### config.mk
export PLATFORM = sky130hd
export DESIGN_NAME = ternary_lane_alu
export DESIGN_NICKNAME = d
export VERILOG_FILES = /design/src/rtl/ternary_lane_alu.sv
export SDC_FILE = /design/constraint.sdc
export NUM_CORES = 1
export LEC_CHECK = 0
export BUFFER_PORTS_ARGS = -buffer_cell sky130_fd_sc_hd__buf_2
export CAP_MARGIN = 20
export CORE_MARGIN = 3
export CORE_UTILIZATION = 25
export CTS_CLUSTER_DIAMETER = 200
export DETAILED_ROUTE_END_ITERATION = 8
export HOLD_SLACK_MARGIN = 0.06
export PLACE_DENSITY_LB_ADDON = 0.08
export SYNTH_ARGS = -nofsm -noshare
export SYNTH_HDL_FRONTEND = slang
export SYNTH_SLANG_ARGS = --single-unit
### constraint.sdc
create_clock -name clk -period 0.8 [get_ports clk]
set_input_delay 0.12 -clock clk [delete_from_list [all_inputs] [get_ports clk]]
set_output_delay 0.12 -clock clk [all_outputs]
set_load 0.01 [all_outputs]
### src/rtl/ternary_lane_alu.sv
module ternary_lane_alu #(
  parameter int W = 32
) (
  input  logic         clk,
  input  logic         rst_n,
  input  logic         in_valid,
  input  logic [2:0]   op,
  input  logic [W-1:0] a_r1,
  input  logic [W-1:0] a_r2,
  input  logic [W-1:0] b_r1,
  input  logic [W-1:0] b_r2,
  output logic         out_valid,
  output logic [W-1:0] y_r1,
  output logic [W-1:0] y_r2,
  output logic [W-1:0] err_mask
);

  localparam logic [2:0] OP_AND  = 3'd0;
  localparam logic [2:0] OP_OR   = 3'd1;
  localparam logic [2:0] OP_NOT  = 3'd2;
  localparam logic [2:0] OP_NAND = 3'd3;
  localparam logic [2:0] OP_NOR  = 3'd4;

  logic [W-1:0] conj1, conj2, disj1, disj2;
  logic [W-1:0] res1, res2, bad, nxt1, nxt2;
  logic         two_in;

  assign conj1 = a_r1 & b_r1;
  assign conj2 = a_r2 & b_r2;
  assign disj1 = a_r1 | b_r1;
  assign disj2 = a_r2 | b_r2;

  always_comb begin
    case (op)
      OP_AND:  begin res1 = conj1;  res2 = conj2;  end
      OP_OR:   begin res1 = disj1;  res2 = disj2;  end
      OP_NOT:  begin res1 = ~a_r2;  res2 = ~a_r1;  end
      OP_NAND: begin res1 = ~conj2; res2 = ~conj1; end
      OP_NOR:  begin res1 = ~disj2; res2 = ~disj1; end
      default: begin res1 = a_r1;   res2 = a_r2;   end
    endcase
  end

  assign two_in = (op == OP_AND) || (op == OP_OR) || (op == OP_NAND) || (op == OP_NOR);
  assign bad    = (a_r1 & ~a_r2) | ((b_r1 & ~b_r2) & {W{two_in}});
  assign nxt1   = (res1 & ~bad) | (a_r1 & bad);
  assign nxt2   = (res2 & ~bad) | (a_r2 & bad);

  always_ff @(posedge clk or negedge rst_n) begin
    if (!rst_n) begin
      out_valid <= 1'b0;
      y_r1      <= '0;
      y_r2      <= '0;
      err_mask  <= '0;
    end else begin
      out_valid <= in_valid;
      if (in_valid) begin
        y_r1     <= nxt1;
        y_r2     <= nxt2;
        err_mask <= bad;
      end
    end
  end

  a_r8_valid_follows: assert property (@(posedge clk) disable iff (!rst_n)
    in_valid |=> out_valid);
  a_r8_idle_follows: assert property (@(posedge clk) disable iff (!rst_n)
    !in_valid |=> !out_valid);
  a_r9_hold_result: assert property (@(posedge clk) disable iff (!rst_n)
    !in_valid |=> ($stable(y_r1) && $stable(y_r2) && $stable(err_mask)));
  a_r1_legal_out: assert property (@(posedge clk) disable iff (!rst_n)
    out_valid |-> (((y_r1 & ~y_r2) & ~err_mask) == '0));
  a_r7_err_copies_a: assert property (@(posedge clk) disable iff (!rst_n)
    out_valid |-> ((((y_r1 ^ $past(a_r1)) | (y_r2 ^ $past(a_r2))) & err_mask) == '0));
  a_r7_a_illegal_flagged: assert property (@(posedge clk) disable iff (!rst_n)
    in_valid |=> (((($past(a_r1) & ~$past(a_r2))) & ~err_mask) == '0));

endmodule

==> impl_metrics.json, run 1 <==
{
  "fp-row-count": 62,
  "htree_levels": 3,
  "power.density_nw_per_um2": 1350,
  "rsz0062_at_grt": "yes",
  "cts.sinks": 97,
  "crit_top_cell": "buf_12",
  "layout_min_cycle_time_ns": 1.21,
  "drive_above_1_share_pct": 57.4,
  "worstHoldPathType": "primary input to flip-flop",
  "path_clk_slew_ns": 0.07,
  "cts_tree": "yes",
  "yosysWarnings": 0,
  "clock_tree.root_cell": "clkbuf_16",
  "slew_headroom_pct": 74.0,
  "dr.pass1.iters": 5,
  "hp-start": "a_r1[17]",
  "ant_nets": 0,
  "antenna_found_initial": 6,
  "reg2reg_from": "y_r1[9]",
  "path_max_fanout": 5,
  "syn_to_final_growth_pct": 92.3,
  "p_comb_share_pct": 43.3,
  "cts_buffers": 9,
  "drc_errors": 0,
  "cp_slowest_stage_delay_ns": 0.27,
  "initial_core_util_pct": 25.5,
  "portBuffers": 230,
  "synth_cell_types": 51,
  "violations": "setup timing",
  "worst_slack_ns": -0.411,
  "synth_top_flop_cell": "dfrtp_1",
  "final_util_pct": 49.0,
  "status": "complete, but fails checks",
  "p_sw_share_pct": 34.5,
  "final_cell_mix": "283 x buf_4, 200 x buf_2, 97 x dfrtp_1",
  "nNetsFinal": 1587,
  "core_area_um2": 28900,
  "clk_latency_ns": 0.36,
  "cp.arrival_ns": 1.47,
  "clock_skew_ns": 0,
  "synth_nets": 1063,
  "reg2reg_slack_ns": -0.22,
  "boundaryPins": 231,
  "grt_max_degree": 40,
  "internal-power_mw": 12.6,
  "grt_overflow_total": 0,
  "syn-cell-area_um2": 7380,
  "grt_pass1_vias": 9570,
  "post-route-period-util_pct": 151,
  "place_congestion": 0.848,
  "via_per_inst": 5.15,
  "grtUsageTotal_pct": 22.1,
  "n_fill_cell": 2861,
  "routedWlPerCell_um": 19.4,
  "startpoint": "op[0]",
  "startpoint_type": "primary input",
  "clkPwrFrac_pct": 25.7,
  "crit_path_end_kind": "flip-flop",
  "min_to": "y_r1[17]",
  "p_leak_nw": 6.21,
  "cp.required_ns": 1.06,
  "dpl-instance-area_um2": 11500,
  "die_y_um": 178,
  "vdd_drop_max_mv": 1.10,
  "whs_path_depth": 3,
  "dieWidth_um": 178,
  "tightest_slew_ns": 0.380,
  "async_flop_share_pct": 100,
  "die_area_um2": 31600,
  "syn_area_per_cell_um2": 7.94,
  "clockBufferDepth": 2,
  "final_area_um2": 14200,
  "drv_cap": 0,
  "path_cells": "buf_12 -> mux2i_4 -> buf_12 -> buf_12 -> a32oi_4 -> nand2_2 -> mux2i_1 -> mux2_2",
  "worstRegToRegCells": 4,
  "drt-initial-drc-count": 574,
  "worstSetupPathType": "primary input to flip-flop",
  "r2r_end": "y_r1[9]",
  "final_common_cell": "buf_4",
  "ys_ff_latch": 97,
  "slew_violations": 0,
  "vias": 9511,
  "power_switching_mw": 6.63,
  "crit_path_top_delay_cell": "mux2_2",
  "seq_power_share_pct": 31.0,
  "setup_viol": 191,
  "synth-edff-count": 0,
  "grt_pass1_wl_mm": 54.4,
  "finalWirelength_mm": 35.8,
  "post-dp-hpwl_mm": 25.1,
  "ys_seq_area_share_pct": 32.9,
  "hold_violations": 0,
  "fmax_mhz": 826,
  "syn_inst": 929
}
-- sequential cells by signal, indices dropped and copies added, names as in the netlist --
| name | flops |
|---|---|
| err_mask | 32 |
| out_valid | 1 |
| y_r2 | 32 |
| y_r1 | 32 |
-- repair_timing --
item,in CTS,in global routing
setup buffers,51,31
endpoints found under the hold margin,98,0
hold buffers,1,0
resized for setup,174,159
pin swaps,54,61
cloned,5,4
setup endpoints to repair,191,193
-- worst max path at each step --
stage	end
6_report	y_r1[7]
5_1_grt	y_r2[23]
4_1_cts	y_r2[23]
3_5_place_dp	y_r1[10]
3_3_place_gp	y_r1[10]
2_1_floorplan	y_r1[27]
-- cells in the mapped netlist (all sizes together) (12+ instances only) --
cell type	instances	area, um^2
buf	29	154
mux2i	16	173
nor2b	16	100
inv	73	274
a31oi	12	75.1
maj3	26	260
nand2	46	173
clkbuf	47	176
a32oi	25	219
o31ai	17	128
a311oi	15	131
nor2	77	289
a221oi	27	236
o211ai	14	105
nor3	32	160
a21oi	72	360
dfrtp	97	2430
o21ai	127	636
-- per-stage QoR --
| step | std cells | TNS [ns] | total power, mW | setup WS (ns) | hold WS (ns) |
|---|---|---|---|---|---|
| 2_1_floorplan | 929 | -40.79 | 8.84 | -0.591 | -0.176 |
| 3_3_place_gp | 1746 | -66.91 | 12.3 | -0.927 | -0.0355 |
| 3_5_place_dp | 1746 | -68.49 | 12.3 | -0.882 | -0.0392 |
| 4_1_cts | 1813 | -44.45 | 18.5 | -0.383 | 0.0557 |
| 5_1_grt | 1846 | -51.38 | 20.3 | -0.426 | 0.0814 |
| 6_report | 1847 | -44.57 | 19.2 | -0.411 | 0.0758 |
-- kinds of logic (layout without fill, tap and decap cells) --
family | after synthesis | count (layout) | synth area share (%)
compound gates | 414 | 414 | 37.6
fa+ha+maj | 26 | 26 | 3.53
buf+inv | 150 | 679 | 8.24
flops | 97 | 97 | 32.9
mux | 26 | 26 | 3.87
other cells | 0 | 5 | 0
simple gates | 216 | 216 | 13.8
-- per-layer routing --
| metal | up-vias | share of wire [%] | track usage [%] | routed length (um) |
|---|---|---|---|---|
| met4 | 4 | 1.0 | 6.25 | 365 |
| met5 | - | 0.059 | 0 | 21 |
| li1 | 4601 | - | - | - |
| met1 | 4637 | 45 | 30.1 | 16300 |
| met2 | 242 | 47 | 35.0 | 16900 |
| met3 | 27 | 6.2 | 5.03 | 2210 |
-- worst max-delay path, delay by kind of cell --
family / cells / cell delay [ns]
compound gates: 1 / 0.19
simple gates: 1 / 0.12
mux: 3 / 0.61
buf+inv: 3 / 0.41
-- power by group through the flow --
| stage | sequential [mW] | combinational (mW) | clock, mW |
|---|---|---|---|
| after floorplan | 6.25 | 2.59 | 0 |
| after global placement | 6.03 | 6.29 | 0 |
| after detailed placement | 6.02 | 6.30 | 0 |
| after CTS | 5.94 | 7.46 | 5.11 |
| after global routing | 6.03 | 9.00 | 5.29 |
| final | 5.96 | 8.32 | 4.94 |
-- layout make-up --
type                    instances  area, um^2  area share, %
inverters                      74         289           2.04
repair buffers                589        4760           33.5
clock inverters                 7        93.8          0.661
diodes                          5        12.5         0.0882
well taps                     384         480           3.39
multi-input cells             682        5910           41.6
flip-flops and latches         97        2430           17.1
clock buffers                   9         225           1.59
No activity file was read; power rests on OpenSTA's default activity.
==> run 2: changes to the inputs <==
--- a/config.mk
+++ b/config.mk
@@ -7,7 +7,7 @@
 export LEC_CHECK = 0
 export BUFFER_PORTS_ARGS = -buffer_cell sky130_fd_sc_hd__buf_2
 export CAP_MARGIN = 20
-export CORE_MARGIN = 3
+export CORE_MARGIN = 5
 export CORE_UTILIZATION = 25
 export CTS_CLUSTER_DIAMETER = 200
 export DETAILED_ROUTE_END_ITERATION = 8
==> impl_metrics.json, run 2 (synthesis results as in run 1) <==
{
  "htree_levels": 3,
  "place_inst": 1745,
  "startpoint_type": "primary input",
  "path_clk_slew_ns": 0.08,
  "grt_overflow_total": 0,
  "cts.sinks": 97,
  "final_cell_mix": "275 x buf_4, 202 x buf_2, 97 x dfrtp_1",
  "setup_viol": 192,
  "dr.pass1.iters": 5,
  "reg.largest.list": "err_mask (32), y_r1 (32), y_r2 (32)",
  "grt_pass1_vias": 9593,
  "portBuffers": 230,
  "clock_tree.root_cell": "clkbuf_16",
  "holdWs_ns": 0.0885,
  "layout_min_cycle_time_ns": 1.24,
  "status": "complete, but fails checks",
  "boundaryPins": 231,
  "layoutNonFillerInstCount": 1850,
  "clk_latency_ns": 0.37,
  "post-dp-hpwl_mm": 25.0,
  "grt_max_degree": 30,
  "cp.required_ns": 1.06,
  "p_leak_nw": 6.17,
  "violations": "setup timing",
  "finalSetupTns_ns": -48.34,
  "fp-row-count": 63,
  "grtUsageTotal_pct": 20.7,
  "finalWirelength_mm": 35.6,
  "post-route-period-util_pct": 155,
  "die_area_um2": 33100,
  "rsz0062_at_grt": "yes",
  "tightest_slew_ns": 0.366,
  "syn_to_final_growth_pct": 90.3,
  "slew_headroom_pct": 75.5,
  "initial_core_util_pct": 25.1,
  "die_y_um": 182,
  "drive_above_1_share_pct": 56.0,
  "worst_slack_ns": -0.442,
  "clockBufferDepth": 2,
  "cts_buffers": 9,
  "core_area_um2": 29400,
  "place_congestion": 0.833,
  "hold_violations": 0,
  "power.density_nw_per_um2": 1330,
  "clock_skew_ns": 0,
  "pre_cts_ws_ns": -0.907,
  "cp.arrival_ns": 1.50,
  "grt_pass1_wl_mm": 54.5,
  "final_common_cell": "buf_4",
  "routedWlPerCell_um": 19.3,
  "cts_tree": "yes",
  "nNetsFinal": 1585,
  "drt-initial-drc-count": 451,
  "drv_cap": 0,
  "ant_nets": 0,
  "dieWidth_um": 182,
  "via_per_inst": 5.11,
  "vias": 9454,
  "slew_violations": 0,
  "worstHoldPathType": "primary input to flip-flop",
  "antenna_found_initial": 8,
  "crit_path_end_kind": "flip-flop",
  "drc_errors": 0,
  "path_max_fanout": 10,
  "vdd_drop_max_mv": 0.824,
  "worstSetupPathType": "primary input to flip-flop",
  "fmax_mhz": 805
}
run 2: changes by cell type in the layout (fill, tap and decap cells not counted), sizes merged:
| cell | previous run | this run |
|---|---|---|
| bufinv | 2 | 0 |
| clkbuf | 13 | 11 |
| clkinv | 3 | 5 |
| bufbuf | 1 | 2 |
| clkinvlp | 2 | 1 |
| diode | 5 | 4 |
| dlygate4sd3 | 1 | 2 |
| inv | 74 | 73 |
run 2: routing by layer:
layer	GRT usage, %	vias to the layer above	wire (um)
li1	-	4600	-
met1	27.0	4567	15900
met2	34.9	222	17200
met4	5.07	12	635
met3	4.63	53	1780
met5	0	-	66
run 2: final cells by class:
cell class                 instances  area [um^2]
timing repair buffer             587         4800
multi-input combinational        682         5760
antenna                            4         10.0
fill                            2834        15400
tap                              390          488
clock inverter                     5         31.3
clock buffer                      11          243
inverter                          74          282
sequential                        97         2430
run 2: where the power goes:
| part | internal, mW | switching, mW |
|---|---|---|
| combinational | 4.33 | 3.93 |
| clock | 2.19 | 2.22 |
| sequential | 5.53 | 0.400 |
run 2: path summary, 6_finish.rpt:
path                       startpoint           end  slack [ns]  cells past startpoint
setup reg to reg              y_r1[8]       y_r1[8]       -0.19                      4
min in group asynchronous       rst_n  err_mask[25]        0.15                      2
hold reg to reg              y_r1[15]      y_r1[15]        0.50                      2
setup / recovery                op[0]       y_r1[4]       -0.44                      8
max in group asynchronous       rst_n      y_r1[20]        0.21                      3
hold / removal               a_r2[31]      y_r2[31]        0.09                      3
run 2: repair_timing:
action	in CTS	in global routing
buffers inserted	51	27
endpoints found under the hold margin	99	0
setup endpoints to repair	193	192
gates resized for setup	143	130
hold buffers	2	0
gates cloned	6	0
pin swaps	36	53
run 2: worst max-delay path: stages:
cell,delay (ns)
buf_16,0.12
mux2i_4,0.19
buf_12,0.17
a32oi_4,0.27
nand2_2,0.12
buf_6,0.14
mux2i_1,0.10
mux2_2,0.26
run 2: stage by stage:
step / total power, mW / instance area (um^2) / util [%]
floorplan: 8.84 / 7980 / -
global placement: 12.4 / 11600 / 39.5
detailed placement: 12.4 / 11600 / 39.5
CTS: 18.0 / 13100 / 44.6
global route: 19.7 / 14000 / 47.7
finish: 18.6 / 14000 / 47.8
